--- src/rtl/rxseq_pkg.sv ---
package rxseq_pkg;
  localparam int STATUS_BYTES = 4;

  typedef struct packed {
    logic       pop;
    logic       sendStatus;
    logic [1:0] statIdx;
    logic       respValid;
    logic       latchStatus;
  } seqStrobe_t;
endpackage

--- src/rtl/rxseq_ctrl.sv ---
module rxseq_ctrl
  import rxseq_pkg::*;
#(
  parameter int AW        = 5,
  parameter int FIFO_ADDR = 0,
  parameter int STAT_ADDR = 6
) (
  input  logic          clk,
  input  logic          rstN,
  input  logic          rdReq,
  input  logic          rdDirect,
  input  logic [AW-1:0] rdAddr,
  input  logic          fifoEmpty,
  input  logic          headLast,
  output seqStrobe_t    strobe
);
  logic       statusPend;
  logic [1:0] statCnt;
  logic       regFifoRd;
  logic       regStatRd;
  logic       dataRd;

  always_comb begin
    regFifoRd = rdReq && !rdDirect && (rdAddr == AW'(FIFO_ADDR));
    regStatRd = rdReq && !rdDirect && (rdAddr == AW'(STAT_ADDR));
    dataRd    = (rdReq && rdDirect) || regFifoRd;
    strobe    = '0;
    if (statusPend) begin
      if ((rdReq && rdDirect) || regStatRd) begin
        strobe.sendStatus = 1'b1;
        strobe.respValid  = 1'b1;
        strobe.statIdx    = statCnt;
      end
    end else if (dataRd && !fifoEmpty) begin
      strobe.pop         = 1'b1;
      strobe.respValid   = 1'b1;
      strobe.latchStatus = headLast;
    end
  end

  always_ff @(posedge clk) begin
    if (!rstN) begin
      statusPend <= 1'b0;
      statCnt    <= '0;
    end else if (strobe.latchStatus) begin
      statusPend <= 1'b1;
      statCnt    <= '0;
    end else if (strobe.sendStatus) begin
      statCnt <= statCnt + 2'd1;
      if (statCnt == 2'(STATUS_BYTES - 1)) statusPend <= 1'b0;
    end
  end


  reg_fifo_blocked_chk: assert property (@(posedge clk) disable iff (!rstN)
    statusPend && regFifoRd |-> !strobe.pop && !strobe.respValid);


  cnt_idle_zero_chk: assert property (@(posedge clk) disable iff (!rstN)
    !statusPend |-> statCnt == 2'd0);


  status_done_chk: assert property (@(posedge clk) disable iff (!rstN)
    strobe.sendStatus && statCnt == 2'd3 |=> !statusPend);


  no_empty_pop_chk: assert property (@(posedge clk) disable iff (!rstN)
    strobe.pop |-> !fifoEmpty);
endmodule

--- src/rtl/rxseq_data.sv ---
module rxseq_data
  import rxseq_pkg::*;
#(
  parameter int DW    = 16,
  parameter int DEPTH = 8
) (
  input  logic          clk,
  input  logic          rstN,
  input  logic          wrValid,
  input  logic [DW-1:0] wrData,
  input  logic          wrLast,
  output logic          wrReady,
  input  logic [31:0]   frameStatus,
  input  seqStrobe_t    strobe,
  output logic          fifoEmpty,
  output logic          headLast,
  output logic          rdValid,
  output logic [DW-1:0] rdData,
  output logic          rdEof
);
  localparam int PW    = (DEPTH > 1) ? $clog2(DEPTH) : 1;
  localparam int CW    = $clog2(DEPTH + 1);
  localparam int LANES = DW / 8;

  logic [DW:0]    mem [DEPTH];
  logic [PW-1:0]  wrPtr, rdPtr;
  logic [CW-1:0]  count;
  logic [31:0]    statusReg;
  logic           push;
  logic [7:0]     statByte;
  logic [DW-1:0]  statWord;

  assign wrReady   = (count != CW'(DEPTH));
  assign fifoEmpty = (count == '0);
  assign push      = wrValid && wrReady;
  assign headLast  = mem[rdPtr][DW];
  assign statByte  = statusReg[8*strobe.statIdx +: 8];

  generate
    for (genvar lane = 0; lane < LANES; lane++) begin : g_lane
      assign statWord[8*lane +: 8] = statByte;
    end
  endgenerate

  always_ff @(posedge clk) begin
    if (push) mem[wrPtr] <= {wrLast, wrData};
  end

  always_ff @(posedge clk) begin
    if (!rstN) begin
      wrPtr <= '0;
      rdPtr <= '0;
      count <= '0;
    end else begin
      if (push)
        wrPtr <= (wrPtr == PW'(DEPTH - 1)) ? '0 : wrPtr + 1'b1;
      if (strobe.pop)
        rdPtr <= (rdPtr == PW'(DEPTH - 1)) ? '0 : rdPtr + 1'b1;
      count <= count + CW'(push) - CW'(strobe.pop);
    end
  end

  always_ff @(posedge clk) begin
    if (!rstN) statusReg <= '0;
    else if (strobe.latchStatus) statusReg <= frameStatus;
  end

  always_ff @(posedge clk) begin
    if (!rstN) begin
      rdValid <= 1'b0;
      rdData  <= '0;
      rdEof   <= 1'b0;
    end else begin
      rdValid <= strobe.respValid;
      rdEof   <= strobe.pop && headLast;
      if (strobe.sendStatus) rdData <= statWord;
      else if (strobe.pop)   rdData <= mem[rdPtr][DW-1:0];
    end
  end


  eof_needs_valid_chk: assert property (@(posedge clk) disable iff (!rstN)
    rdEof |-> rdValid);


  status_no_eof_chk: assert property (@(posedge clk) disable iff (!rstN)
    strobe.sendStatus |=> !rdEof);


  status_dup_chk: assert property (@(posedge clk) disable iff (!rstN)
    strobe.sendStatus |=> rdData[DW-1 -: 8] == rdData[7:0]);


  full_hold_chk: assert property (@(posedge clk) disable iff (!rstN)
    !wrReady && !strobe.pop |=> $stable(count));
endmodule

--- src/rtl/rx_frame_status_seq.sv ---
module rx_frame_status_seq
  import rxseq_pkg::*;
#(
  parameter int DW        = 16,
  parameter int DEPTH     = 8,
  parameter int AW        = 5,
  parameter int FIFO_ADDR = 0,
  parameter int STAT_ADDR = 6
) (
  input  logic          clk,
  input  logic          rstN,
  input  logic          wrValid,
  input  logic [DW-1:0] wrData,
  input  logic          wrLast,
  output logic          wrReady,
  input  logic [31:0]   frameStatus,
  input  logic          rdReq,
  input  logic          rdDirect,
  input  logic [AW-1:0] rdAddr,
  output logic          rdValid,
  output logic [DW-1:0] rdData,
  output logic          rdEof
);
  seqStrobe_t strobe;
  logic       fifoEmpty;
  logic       headLast;

  rxseq_ctrl #(.AW(AW), .FIFO_ADDR(FIFO_ADDR), .STAT_ADDR(STAT_ADDR)) u_ctrl (
    .clk(clk), .rstN(rstN), .rdReq(rdReq), .rdDirect(rdDirect),
    .rdAddr(rdAddr), .fifoEmpty(fifoEmpty), .headLast(headLast),
    .strobe(strobe)
  );

  rxseq_data #(.DW(DW), .DEPTH(DEPTH)) u_data (
    .clk(clk), .rstN(rstN), .wrValid(wrValid), .wrData(wrData),
    .wrLast(wrLast), .wrReady(wrReady), .frameStatus(frameStatus),
    .strobe(strobe), .fifoEmpty(fifoEmpty), .headLast(headLast),
    .rdValid(rdValid), .rdData(rdData), .rdEof(rdEof)
  );
endmodule

--- config.mk ---
export PLATFORM = sky130hd
export DESIGN_NAME = rx_frame_status_seq
export DESIGN_NICKNAME = d
export VERILOG_FILES = /design/src/rtl/rxseq_pkg.sv /design/src/rtl/rxseq_ctrl.sv /design/src/rtl/rxseq_data.sv /design/src/rtl/rx_frame_status_seq.sv
export SDC_FILE = /design/constraint.sdc
export NUM_CORES = 1
export LEC_CHECK = 0
export BUFFER_PORTS_ARGS = -buffer_cell sky130_fd_sc_hd__clkbuf_2
export CAP_MARGIN = 20
export CORE_ASPECT_RATIO = 1.4
export CORE_MARGIN = 5
export CORE_UTILIZATION = 63
export DETAILED_ROUTE_END_ITERATION = 10
export GPL_TIMING_DRIVEN = 0
export HOLD_SLACK_MARGIN = 0.15
export PLACE_DENSITY_LB_ADDON = 0.3
export SLEW_MARGIN = 5
export SYNTH_ARGS = -nofsm -noshare
export SYNTH_HDL_FRONTEND = slang
export SYNTH_HIERARCHICAL = 1
export SYNTH_SLANG_ARGS = --single-unit
--- constraint.sdc ---
create_clock -name clk -period 5.1 [get_ports clk]
set_input_delay 1.275 -clock clk [delete_from_list [all_inputs] [get_ports clk]]
set_output_delay 1.275 -clock clk [all_outputs]
set_load 0.01 [all_outputs]
# Yosys cells after proc, flatten, opt, wreduce, memory -nomap -nowiden

Memories as Yosys holds them, arrays and structs flattened. A register that Yosys moved wholly into a read port is not among the register bits.
Cells that the tools add are included.

Add/subtract/negate cells: 5
Equality and inequality tests: 5
Shift operators: 1
Muxes and demuxes: 18
Bitwise operators: 1
Reduce and logical (&&, ||, !) cells: 18

Operators with widths:

| kind                                                            | count |
|---|---|
| 16-bit two-way mux                                              | 2 |
| 32-bit by 6-bit indexed part select with 8-bit output           | 1 |
| 3-bit two-way mux                                               | 5 |
| 1-bit two-way mux                                               | 9 |
| 1-bit logical AND                                               | 7 |
| 3-bit by 1-bit adder with 3-bit output, second input constant   | 2 |
| 3-bit == test, second input constant                            | 2 |
| 2-bit nonzero test                                              | 3 |
| 5-bit by 3-bit == test with 1-bit output, second input constant | 1 |
| 5-bit logical NOT                                               | 1 |
| 4-bit by 1-bit adder with 4-bit output                          | 1 |
| 4-bit logical NOT                                               | 1 |
| 4-bit two-way mux                                               | 1 |
| 4-bit inequality test, second input constant                    | 1 |
| 4-bit by 1-bit subtractor with 4-bit output                     | 1 |
| 2-bit by 1-bit adder with 2-bit output, second input constant   | 1 |
| 2-bit == test, second input constant                            | 1 |
| 1-bit logical NOT                                               | 2 |
| 1-bit logical OR                                                | 2 |
| 2-bit two-way mux                                               | 1 |
| 2-bit AND reduction                                             | 1 |
| 2-bit OR reduction                                              | 1 |
| 1-bit inverter                                                  | 1 |

Register bits after elaboration: 63
Memory bits (writable): 136
Bits of input ports: 59
Output and inout port bits: 19
Word-level logic and storage cells: 58
Memories kept: 1

Memories:

| memory     | depth | width | read ports | clocked after memory_dff | write ports | line             | text |
|---|---|---|---|---|---|---|---|
| u_data.mem | 8     | 17    | 1          | 1                        | 1           | rxseq_data.sv:25 | `logic [DW:0] mem [DEPTH];` |

# Longest topological paths before layout

Gate-level depths: netlist of the first run.

Depth after elaboration: 9
Mapped depth: 12
Depth with buffers taken out: 12

# Cells and area by module

Netlist of the first run, hierarchy kept.

By module, submodules not included:

| module     | instances | cells each | area an instance (um^2) | sequential area each (um^2) |
|---|---|---|---|---|
| rxseq_data | 1         | 523        | 7786.2                  | 5345.1 |
| rxseq_ctrl | 1         | 25         | 226.5                   | 60.1 |

# Worst setup path after synthesis of the first run

OpenSTA, ideal clock, no wires.

Path type: input to register
Start: input port wrValid
End: memory u_data/mem[0][0] in the netlist's numbering, enable pin
Library setup time: 435 ps
Data arrival time: 3043 ps
Data required time: 4665 ps
Path slack: 1622 ps
Cell stages on the path: 2
Buffers on the path: 0
Path through: nand2_2 > nor4_1

Cells in the longest elaborated chain, start to end: 3

RTL lines:

| element                                 | line                      | text |
|---|---|---|
| start: declaration                      | rx_frame_status_seq.sv:12 | `input logic wrValid,` |
| 1-bit logical AND                       | rxseq_data.sv:35          | `assign push = wrValid && wrReady;` |
| 1-bit two-way mux                       | rxseq_data.sv:46          | `if (push) mem[wrPtr] <= {wrLast, wrData};` |
| 1-bit two-way mux (not written as such) | rxseq_data.sv:46          |  |
| end: declaration                        | rxseq_data.sv:25          |  |

No other way between the ends.

==> results of run 1 <==
metal layers:
layer,GRT usage,up-vias,wire length (µm)
met3,0.0539,48,1410
met1,0.270,2474,6500
met5,0,-,0
li1,-,2295,-
met2,0.448,254,9470
met4,0.0912,0,578
power by group through the flow:
stage          clock network, µW  logic [µW]  registers (µW)
5_1_grt                     1400         772            1950
3_5_place_dp                   0         701            1970
6_report                    1300         711            1940
4_1_cts                     1320         712            1940
3_3_place_gp                   0         647            1970
2_1_floorplan                  0         463            1970
sequential cells by signal, indices dropped and copies added (netlist names), named ones only:
name and count:
u_data/rdPtr 3, u_data/count 4, u_data/rdEof 1, u_ctrl/statCnt 2, u_data/statusReg 32, u_data/wrPtr 3, u_data/rdValid 1, u_data/rdData 16
u_ctrl/statusPend 1, u_data/mem 136
critical path, cell delays in order:
cell,delay [ns]
sky130_fd_sc_hd__clkbuf_2,0.10
sky130_fd_sc_hd__nor4b_4,0.32
sky130_fd_sc_hd__a32o_2,0.26
sky130_fd_sc_hd__and3_1,0.15
sky130_fd_sc_hd__buf_2,0.21
sky130_fd_sc_hd__buf_2,0.35
sky130_fd_sc_hd__mux2i_1,0.23
sky130_fd_sc_hd__o22ai_1,0.14
sky130_fd_sc_hd__a21oi_1,0.23
sky130_fd_sc_hd__o22ai_1,0.13
kinds of logic (layout without fill, tap and decap cells):
| family | count (synthesis) | after routing | synth area share |
|---|---|---|---|
| compound gates | 83 | 83 | 0.0681 |
| xor+xnor | 2 | 2 | 0.00219 |
| fa+ha+maj | 12 | 12 | 0.0197 |
| buf+inv | 40 | 161 | 0.0251 |
| mux | 114 | 114 | 0.154 |
| flops | 202 | 202 | 0.675 |
| simple gates | 95 | 95 | 0.0564 |
synth_stat cells, drive strengths merged, types with 2 or more instances:
library cell	instances	area [µm²]
a22oi	28	210
buf	19	123
nor3	5	25.0
nand3	4	20.0
dfxtp	66	1320
o21ai	4	20.0
inv	10	37.5
nand2b	3	18.8
nor2b	2	12.5
a21o	2	16.3
a21oi	21	105
or3	2	12.5
o311a	2	20.0
ha	11	138
edfxtp	136	4080
nor4	2	12.5
and3	3	18.8
nand2	20	77.6
and2	4	25.0
mux4	7	158
clkbuf	11	41.3
o22ai	21	131
a211oi	2	15.0
mux2i	106	1060
nor2	44	165
worst min path at each step:
stage	startpoint	endpoint	slack (ns)	depth (start not counted)
6_report	u_data/statusReg[18]$_SDFFE_PN0P_	u_data/statusReg[18]$_SDFFE_PN0P_	0.50	2
3_5_place_dp	u_data/statusReg[24]$_SDFFE_PN0P_	u_data/statusReg[24]$_SDFFE_PN0P_	0.49	2
2_1_floorplan	u_data/statusReg[18]$_SDFFE_PN0P_	u_data/statusReg[18]$_SDFFE_PN0P_	0.45	2
3_3_place_gp	u_data/statusReg[31]$_SDFFE_PN0P_	u_data/statusReg[31]$_SDFFE_PN0P_	0.47	2
5_1_grt	u_data/statusReg[10]$_SDFFE_PN0P_	u_data/statusReg[10]$_SDFFE_PN0P_	0.53	2
4_1_cts	u_data/statusReg[18]$_SDFFE_PN0P_	u_data/statusReg[18]$_SDFFE_PN0P_	0.50	2
stage by stage:
step | setup TNS [ns] | utilization | hold slack, ns | worst slack (ns)
floorplan | 0 | - | 0.455 | 1.62
global placement | -0.358 | 0.691 | 0.472 | -0.0223
detailed placement | 0 | 0.704 | 0.486 | 1.58
CTS | 0 | 0.750 | 0.502 | 2.02
global route | 0 | 0.750 | 0.532 | 1.91
finish | 0 | 0.750 | 0.496 | 2.03
area by class of cell:
class / count / area [µm²] / area share
timing repair buffer: 89 / 517 / 0.0554
clock buffer: 21 / 483 / 0.0518
inverter: 10 / 37.5 / 0.00403
tap: 150 / 188 / 0.0201
clock inverter: 11 / 90.1 / 0.00966
sequential: 202 / 5410 / 0.580
multi-input combinational: 306 / 2440 / 0.262
buffer: 30 / 164 / 0.0176
==> results.txt, run 1 <==
----------------------------------------------------
[Floorplan]
  Core outline area ... about 0.012 mm²
  Vertical extent of the die ... 143 µm
  Starting density of the core ... 0.645
  IO Count ... just under 80
  Number of core rows ... 48
  Width of the die ... between 100 and 150 µm
  Die area ... ~0.015 mm²

[Worst hold path]
  Worst hold-check path type ... flop to flop

[Power and ir drop]
  Switching fraction of total power ... 0.261
  Portion of total power attributed to sequential cells ... 0.492
  Reported net switching power ... ~1000 µW
  Peak supply drop ... ~290 µV
  Power Internal ... 2920 µW
  Post-layout power ... 3950 µW
  Part of the power in combinational logic ... 0.180
  Leakage ... roughly 0.0033 µW
  Power share of the clock group ... 0.328
  Power density over cell area ... 424 mW/mm²

[Synthesis]
  Instance count of the mapped netlist ... about 550
  Cell Area, Synth ... around 0.0080 mm²
  Mean area per synthesized cell ... around 15 µm²
  Number of unique standard cell types used by synthesis ... 45
  Number of synthesized register bits ... roughly 200
  Sequential element share of the synthesized area ... 0.675
  Primary FF master, synth ... sky130_fd_sc_hd__edfxtp_1
  Number of synthesis warnings ... 6
  Proportion of register bits with asynchronous set or reset after synthesis ... 0
  Number of enable-type register cells in the synthesized netlist ... between 100 and 150
  Net count of the mapped netlist ... between 600 and 700

[Clocking]
  CTS resizes ... 0
  CTS root buffer ... sky130_fd_sc_hd__clkbuf_16
  Clk sinks ... around 200
  Latest clock arrival within the worst-skew pair ... ~0.48 ns
  TritonCTS clock tree ... built
  Post CTS Setup Buffer Count ... 0
  Level count of the clock H-tree ... 1
  Number of buffers inserted for hold repair after clock tree synthesis ... 0
  Max Root-Sink Buffers ... 3
  Clock transition at path regs ... approximately 0.060 ns
  CTS Buf Count ... 19

[Final layout]
  Post-route cell area ... between 0.009 and 0.01 mm²
  Most frequent standard cell in the layout excluding fill and tap cells ... sky130_fd_sc_hd__edfxtp_1
  Antenna cell count ... 0
  Fraction of layout cells with a size suffix above 1 ... 0.232
  Area added between synthesis and finish ... 16.4%
  Commonest cells after routing, fill and taps aside ... sky130_fd_sc_hd__edfxtp_1, sky130_fd_sc_hd__mux2i_1, sky130_fd_sc_hd__clkbuf_2
  # nets final ... 729
  Filler instances ... between 700 and 800
  Cell Count, Final, Fillers Out ... just over 800

[Timing]
  Final worst-path cycle share ... 0.603
  Actual slew at the worst max-slew pin ... around 0.93 ns
  Setup repair after global routing missed its margin ... no
  Final hold violations ... 0
  Slew Limit Headroom ... 0.372
  Total setup violations reported at the end of the flow ... 0
  Fmax ... around 330 MHz
  Clock Skew ... 0.00902 ns
  Final period demand of the worst path ... approximately 3.1 ns
  Final-report max-slew violation count ... 0

[Placement]
  Number of placed instances, taps included ... 787
  I/O Buffers ... 77
  Weighted congestion at the end of routability-driven global placement ... between 0.8 and 0.9
  Detailed placer's ending HPWL ... roughly 13000 µm
  Area of placed instances ... ~0.0088 mm²

[GRT]
  Grt ovf ... 0
  Overall global routing resource usage ... 0.241
  Number of antenna violations at the first check in global routing ... 0
  Largest net degree at the start of global routing ... 17
  Global-route wire length before repair ... 27900 µm
  Via count of the first global-routing pass ... 5290

[Worst setup path]
  Critical Path Source ... rdAddr[0]
  End of the worst register-to-register path ... u_data/count[2]$_SDFF_PN0_
  Required time at the endpoint of the critical path ... roughly 5.4 ns
  Worst reg2reg path startpoint ... u_data/count[2]$_SDFF_PN0_
  CP Launch Type ... input port
  Category of the critical setup timing path ... input port to flop
  Arrival time of the worst setup path ... about 3.4 ns
  Worst-path fanout max ... 10
  Critical path destination ... u_data/rdData[6]$_SDFFE_PN0P_
  R2R cell count ... 12
  Slack of the worst reg-to-reg path ... approximately 2.5 ns
  Setup crit end kind ... flop

[Detailed routing]
  Via count ... around 5100
  Violation count after the first detailed-route iteration ... between 300 and 400
  Routed vias/inst ... just over 6
  Average wire per cell in the routed design ... 21.9 µm
  Final wirelength ... 18000 µm
  Antenna-violating nets left ... 0
  Detailed-route DRC error count ... 0
  DR pass1 iterations ... 5

[Job]
  Number of maximum-capacitance constraint violations ... 0

[Run status]
  Status ... completed

----------------------------------------------------
Power figures use the tool's default switching activity.
==> inputs of run 2 (changes only) <==
- CORE_UTILIZATION: 63 -> 59
- clock period: 5.1 -> 2.9 ns (I/O delays scaled with it)
==> results.txt, run 2 (synthesis results as in run 1) <==
----------------------------------------------------
[Clocking]
  CTS root buffer ... sky130_fd_sc_hd__clkbuf_16
  Latest clock arrival within the worst-skew pair ... slightly below 0.5 ns
  Max Root-Sink Buffers ... 3
  Clk sinks ... about 200
  CTS Buf Count ... 20
  Level count of the clock H-tree ... 1
  TritonCTS clock tree ... built
  Clock transition at path regs ... about 0.060 ns

[Worst setup path]
  Library cell contributing the largest single delay on the critical path ... sky130_fd_sc_hd__or3b_2
  Crit path cell chain ... inv_1, ha_1, or3b_2, clkbuf_1, nand2_2, ha_1, inv_1, ha_1, inv_1, fa_1, xor2_1, nor2_1
  Arrival time of the worst setup path ... roughly 3.0 ns
  CP Launch Type ... flop
  Worst reg2reg path startpoint ... u_data/count[2]$_SDFF_PN0_
  R2R cell count ... 12
  Slack of the worst reg-to-reg path ... 0.27 ns
  Category of the critical setup timing path ... flop to flop
  End of the worst register-to-register path ... u_data/count[2]$_SDFF_PN0_
  Setup crit end kind ... flop
  Worst-path fanout max ... 9
  Required time at the endpoint of the critical path ... roughly 3.3 ns
  Stage delay of the slowest cell on the critical path ... 0.43 ns

[Floorplan]
  Starting density of the core ... 0.601
  Die area ... roughly 0.016 mm²
  Core outline area ... 0.0133 mm²
  IO Count ... between 70 and 80
  Number of core rows ... 50
  Width of the die ... roughly 110 µm
  Vertical extent of the die ... around 150 µm

[Final layout]
  Fraction of layout cells with a size suffix above 1 ... 0.236
  Antenna cell count ... 0
  End-of-flow core utilization ... 0.716
  Commonest cells after routing, fill and taps aside ... sky130_fd_sc_hd__edfxtp_1, sky130_fd_sc_hd__mux2i_1, sky130_fd_sc_hd__clkbuf_2
  Post-route cell area ... between 0.009 and 0.01 mm²
  Most frequent standard cell in the layout excluding fill and tap cells ... sky130_fd_sc_hd__edfxtp_1
  Register bank with the most flops ... u_data/mem
  Area added between synthesis and finish ... 19.1%
  # nets final ... 730
  Number of flip-flops in the largest register ... around 140
  Registers with the most flip-flops ... u_data/mem: 136 flops, u_data/statusReg: 32 flops, u_data/rdData: 16 flops
  Filler instances ... 854

[Detailed routing]
  Via count ... a little under 5000
  Violation count after the first detailed-route iteration ... approximately 360
  Routed vias/inst ... slightly below 6
  Detailed-route DRC error count ... 0
  Antenna-violating nets left ... 0
  Average wire per cell in the routed design ... between 20 and 25 µm
  Final wirelength ... approximately 17000 µm
  DR pass1 iterations ... 5

[Job]
  Number of maximum-capacitance constraint violations ... 0

[Worst hold path]
  Worst Hold Endpoint ... u_data/statusReg[21]$_SDFFE_PN0P_
  Worst hold-check path type ... input port to flop
  WHS Path Cells ... 3
  Startpoint of the most critical hold path ... frameStatus[21]

[Timing]
  Final-report max-slew violation count ... 0
  Clock Skew ... a little over 0.008 ns
  Fmax ... between 300 and 400 MHz
  Final hold violations ... 0
  Setup repair after global routing missed its margin ... no
  Worst Setup Slack, final ... approximately 0.27 ns
  Final period demand of the worst path ... 2.63 ns
  Tightest hold margin ... slightly below 0.5 ns
  Total setup violations reported at the end of the flow ... 0
  Actual slew at the worst max-slew pin ... 0.982 ns
  Final worst-path cycle share ... 0.908
  Slew Limit Headroom ... 0.340

[Power and ir drop]
  Post-layout power ... 7450 µW
  Power density over cell area ... just under 800 mW/mm²
  Peak supply drop ... ~800 µV
  Leakage ... about 0.0034 µW

[GRT]
  Grt ovf ... 0
  Global-route wire length before repair ... 27600 µm
  Overall global routing resource usage ... 0.222
  Via count of the first global-routing pass ... about 5300
  Number of antenna violations at the first check in global routing ... 0
  Largest net degree at the start of global routing ... 16

[Placement]
  Weighted congestion at the end of routability-driven global placement ... between 0.8 and 0.9
  Detailed placer's ending HPWL ... around 12000 µm
  I/O Buffers ... 77
  Area of placed instances ... ~0.0088 mm²
  Setup Slack @ Placement ... -0.0903 ns

[Run status]
  Status ... completed

----------------------------------------------------
==> run 2: changes by cell type in the layout (fill, tap and decap cells not counted), sizes merged <==
cell      delta
bufinv       +4
clkbuf       +3
clkinvlp     -3
==> run 2: worst max-delay path: cells and delay by family (launching register included) <==
kind / cells / cell delay [ns]
xor gates and xnor gates: 1 / 0.15
adders and majority gates: 4 / 0.97
buffers and inverters: 4 / 0.37
DFF: 1 / 0.30
and+or+nand+nor: 3 / 0.71
==> run 2: routing by layer <==
metal / up-vias / part of all wire / GRT usage
li1: 2297 / - / -
met1: 2439 / 0.38 / 0.267
met2: 179 / 0.53 / 0.405
met3: 38 / 0.063 / 0.0367
met4: 0 / 0.023 / 0.0670
met5: - / 0 / 0
==> run 2: worst max path at each step <==
stage / slack (ns) / startpoint / end
floorplan: 0.14 / u_data/count[2]$_SDFF_PN0_ / u_data/mem[2][0]$_DFFE_PP_
global placement: -0.94 / u_data/count[2]$_SDFF_PN0_ / u_data/mem[2][5]$_DFFE_PP_
detailed placement: -0.09 / rdAddr[0] / u_data/rdData[12]$_SDFFE_PN0P_
CTS: 0.25 / u_data/count[2]$_SDFF_PN0_ / u_data/count[2]$_SDFF_PN0_
global route: 0.11 / u_data/count[2]$_SDFF_PN0_ / u_data/count[2]$_SDFF_PN0_
finish: 0.27 / u_data/count[2]$_SDFF_PN0_ / u_data/count[2]$_SDFF_PN0_
==> run 2: stage by stage <==
| stage | setup TNS [ns] | cells |
|---|---|---|
| finish | 0 | 855 |
| global route | 0 | 855 |
| CTS | 0 | 855 |
| detailed placement | -0.241 | 819 |
| global placement | -64.81 | 807 |
| floorplan | 0 | 548 |
==> run 2: report_power, final <==
group | switching, µW | internal [µW]
clock | 1030 | 1770
combinational | 691 | 535
sequential | 112 | 3300
==> run 2: cell type report <==
class	count	area (µm²)	share of cell area
Multi-Input combinational cell	306	2450	0.257
Clock buffer	24	537	0.0562
Inverter	10	37.5	0.00393
Buffer	30	165	0.0173
Timing Repair Buffer	89	528	0.0553
Sequential cell	202	5410	0.566
Clock inverter	12	194	0.0203
Tap cell	182	228	0.0239
==> run 2: repair_timing <==
item,in CTS,in global routing
buffers inserted,0,0
setup endpoints to repair,0,1
gates resized for setup,0,2
hold buffers,0,0
==> inputs of run 3 (changes only) <==
- CORE_UTILIZATION: 59 -> 53
==> results.txt, run 3 (synthesis results as in run 1) <==
----------------------------------------------------
[Timing]
  Actual slew at the worst max-slew pin ... approximately 0.8 ns
  Fmax ... ~380 MHz
  Final-report max-slew violation count ... 0
  Clock Skew ... 0.0142 ns
  Total setup violations reported at the end of the flow ... 0
  Post-route setup TNS ... 0 ns
  Worst Setup Slack, final ... between 0.2 and 0.3 ns
  Slew Limit Headroom ... 0.463
  Final period demand of the worst path ... approximately 2.6 ns
  Final hold violations ... 0
  Setup repair after global routing missed its margin ... no
  Final worst-path cycle share ... 0.909
  Tightest hold margin ... about 0.48 ns

[Placement]
  Setup Slack @ Placement ... -0.0436 ns
  I/O Buffers ... 77
  Weighted congestion at the end of routability-driven global placement ... 0.802
  Detailed placer's ending HPWL ... approximately 13000 µm

[GRT]
  Overall global routing resource usage ... 0.201
  Largest net degree at the start of global routing ... 16
  Via count of the first global-routing pass ... around 5300
  Number of antenna violations at the first check in global routing ... 1
  Grt ovf ... 0
  Global-route wire length before repair ... between 20000 and 30000 µm

[Detailed routing]
  Routed vias/inst ... 5.74
  Via count ... 4953
  Average wire per cell in the routed design ... a little over 20 µm
  Antenna-violating nets left ... 0
  Violation count after the first detailed-route iteration ... around 300
  Detailed-route DRC error count ... 0
  Final wirelength ... between 15000 and 20000 µm
  DR pass1 iterations ... 5

[Worst setup path]
  Critical Path Source ... u_data/count[2]$_SDFF_PN0_
  Worst reg2reg path startpoint ... u_data/count[2]$_SDFF_PN0_
  Critical path destination ... u_data/count[3]$_SDFF_PN0_
  Arrival time of the worst setup path ... between 2 and 3 ns
  Crit path max-delay family ... simple AND/OR/NAND/NOR gates
  Worst-path fanout max ... 9
  Crit path cell chain ... inv_1, ha_1, or3b_2, clkbuf_1, nand2_2, ha_1, inv_1, ha_1, a21o_1, a21oi_1, xnor2_1, nor2_1
  R2R cell count ... 12
  Stage delay of the slowest cell on the critical path ... approximately 0.43 ns
  Critical path buffer and inverter count ... 3
  Slack of the worst reg-to-reg path ... 0.26 ns
  Library cell contributing the largest single delay on the critical path ... sky130_fd_sc_hd__or3b_2
  End of the worst register-to-register path ... u_data/count[3]$_SDFF_PN0_
  Depth of the critical timing path with buffers and inverters included ... 12
  Most frequent cell on the critical path ... sky130_fd_sc_hd__ha_1
  CP Launch Type ... flop
  Category of the critical setup timing path ... flop to flop
  Setup crit end kind ... flop
  Required time at the endpoint of the critical path ... ~3.3 ns

[Floorplan]
  Width of the die ... between 100 and 150 µm
  Number of core rows ... 53
  Vertical extent of the die ... around 160 µm
  Starting density of the core ... 0.537
  Die area ... about 0.018 mm²
  IO Count ... between 70 and 80
  Core outline area ... roughly 0.015 mm²

[Final layout]
  Commonest cells after routing, fill and taps aside ... sky130_fd_sc_hd__edfxtp_1, sky130_fd_sc_hd__mux2i_1, sky130_fd_sc_hd__clkbuf_2
  Area added between synthesis and finish ... 17.4%
  Registers with the most flip-flops ... u_data/mem: 136 flops, u_data/statusReg: 32 flops, u_data/rdData: 16 flops
  # nets final ... 729
  Most frequent standard cell in the layout excluding fill and tap cells ... sky130_fd_sc_hd__edfxtp_1
  Number of flip-flops in the largest register ... around 140
  Antenna cell count ... 0
  Register bank with the most flops ... u_data/mem
  Fraction of layout cells with a size suffix above 1 ... 0.227

[Clocking]
  CTS resizes ... 0
  Post CTS Setup Buffer Count ... 0
  CTS Buf Count ... 19
  TritonCTS clock tree ... built
  Number of buffers inserted for hold repair after clock tree synthesis ... 0
  Level count of the clock H-tree ... 1
  Clk sinks ... approximately 200
  Clock transition at path regs ... around 0.06 ns
  CTS root buffer ... sky130_fd_sc_hd__clkbuf_16
  Latest clock arrival within the worst-skew pair ... about 0.49 ns
  Max Root-Sink Buffers ... 3

[Job]
  Number of maximum-capacitance constraint violations ... 0

[Power and ir drop]
  Peak supply drop ... 573 µV
  Power density over cell area ... 739 mW/mm²
  Leakage ... roughly 0.0033 µW
  Post-layout power ... around 7000 µW

[Worst hold path]
  Worst hold-check path type ... input port to flop

[Run status]
  Status ... completed

----------------------------------------------------
==> run 3: how the worst min path moves through the flow <==
stage | from | to | slack, ns | cells past startpoint
floorplan | u_data/statusReg[18]$_SDFFE_PN0P_ | u_data/statusReg[18]$_SDFFE_PN0P_ | 0.45 | 2
global placement | u_data/statusReg[2]$_SDFFE_PN0P_ | u_data/statusReg[2]$_SDFFE_PN0P_ | 0.47 | 2
detailed placement | u_data/statusReg[18]$_SDFFE_PN0P_ | u_data/statusReg[18]$_SDFFE_PN0P_ | 0.48 | 2
CTS | frameStatus[22] | u_data/statusReg[22]$_SDFFE_PN0P_ | 0.46 | 3
global route | frameStatus[20] | u_data/statusReg[20]$_SDFFE_PN0P_ | 0.49 | 3
finish | frameStatus[29] | u_data/statusReg[29]$_SDFFE_PN0P_ | 0.48 | 3
==> run 3: per-layer routing <==
layer  up-vias  wire length [µm]  GRT usage
met2       166              9230      0.366
met1      2434              6650      0.232
li1       2302                 -          -
met5         -                11          0
met4         2               501     0.0758
met3        49              1110     0.0381
==> run 3: cell type report <==
type / instances / area [µm²]
fill: 1083 / 5510
sequential: 202 / 5410
multi-input combinational: 306 / 2450
clock buffer: 31 / 561
timing repair buffer: 89 / 537
tap: 192 / 240
buffer: 30 / 164
inverter: 10 / 37.5
clock inverter: 3 / 16.3
==> run 3: worst reg2reg max path: cells and delay by family, from the launching register on <==
family	cells	cell delay, ns
compound gates	2	0.36
xor+xnor	1	0.14
fa+ha+maj	3	0.67
buf+inv	3	0.33
flops	1	0.30
simple gates	3	0.72
==> run 3: report_power, final <==
| group | switching, µW | internal [µW] |
|---|---|---|
| clock | 980 | 1320 |
| sequential | 113 | 3300 |
| combinational | 697 | 540 |
| total | 1790 | 5160 |
==> run 3: metrics by stage <==
step / instance area [µm²] / util / instances
2_1_floorplan: 8020 / - / 548
3_3_place_gp: 8640 / 0.579 / 817
3_5_place_dp: 8830 / 0.592 / 829
4_1_cts: 9410 / 0.631 / 863
5_1_grt: 9410 / 0.631 / 863
6_report: 9410 / 0.631 / 863
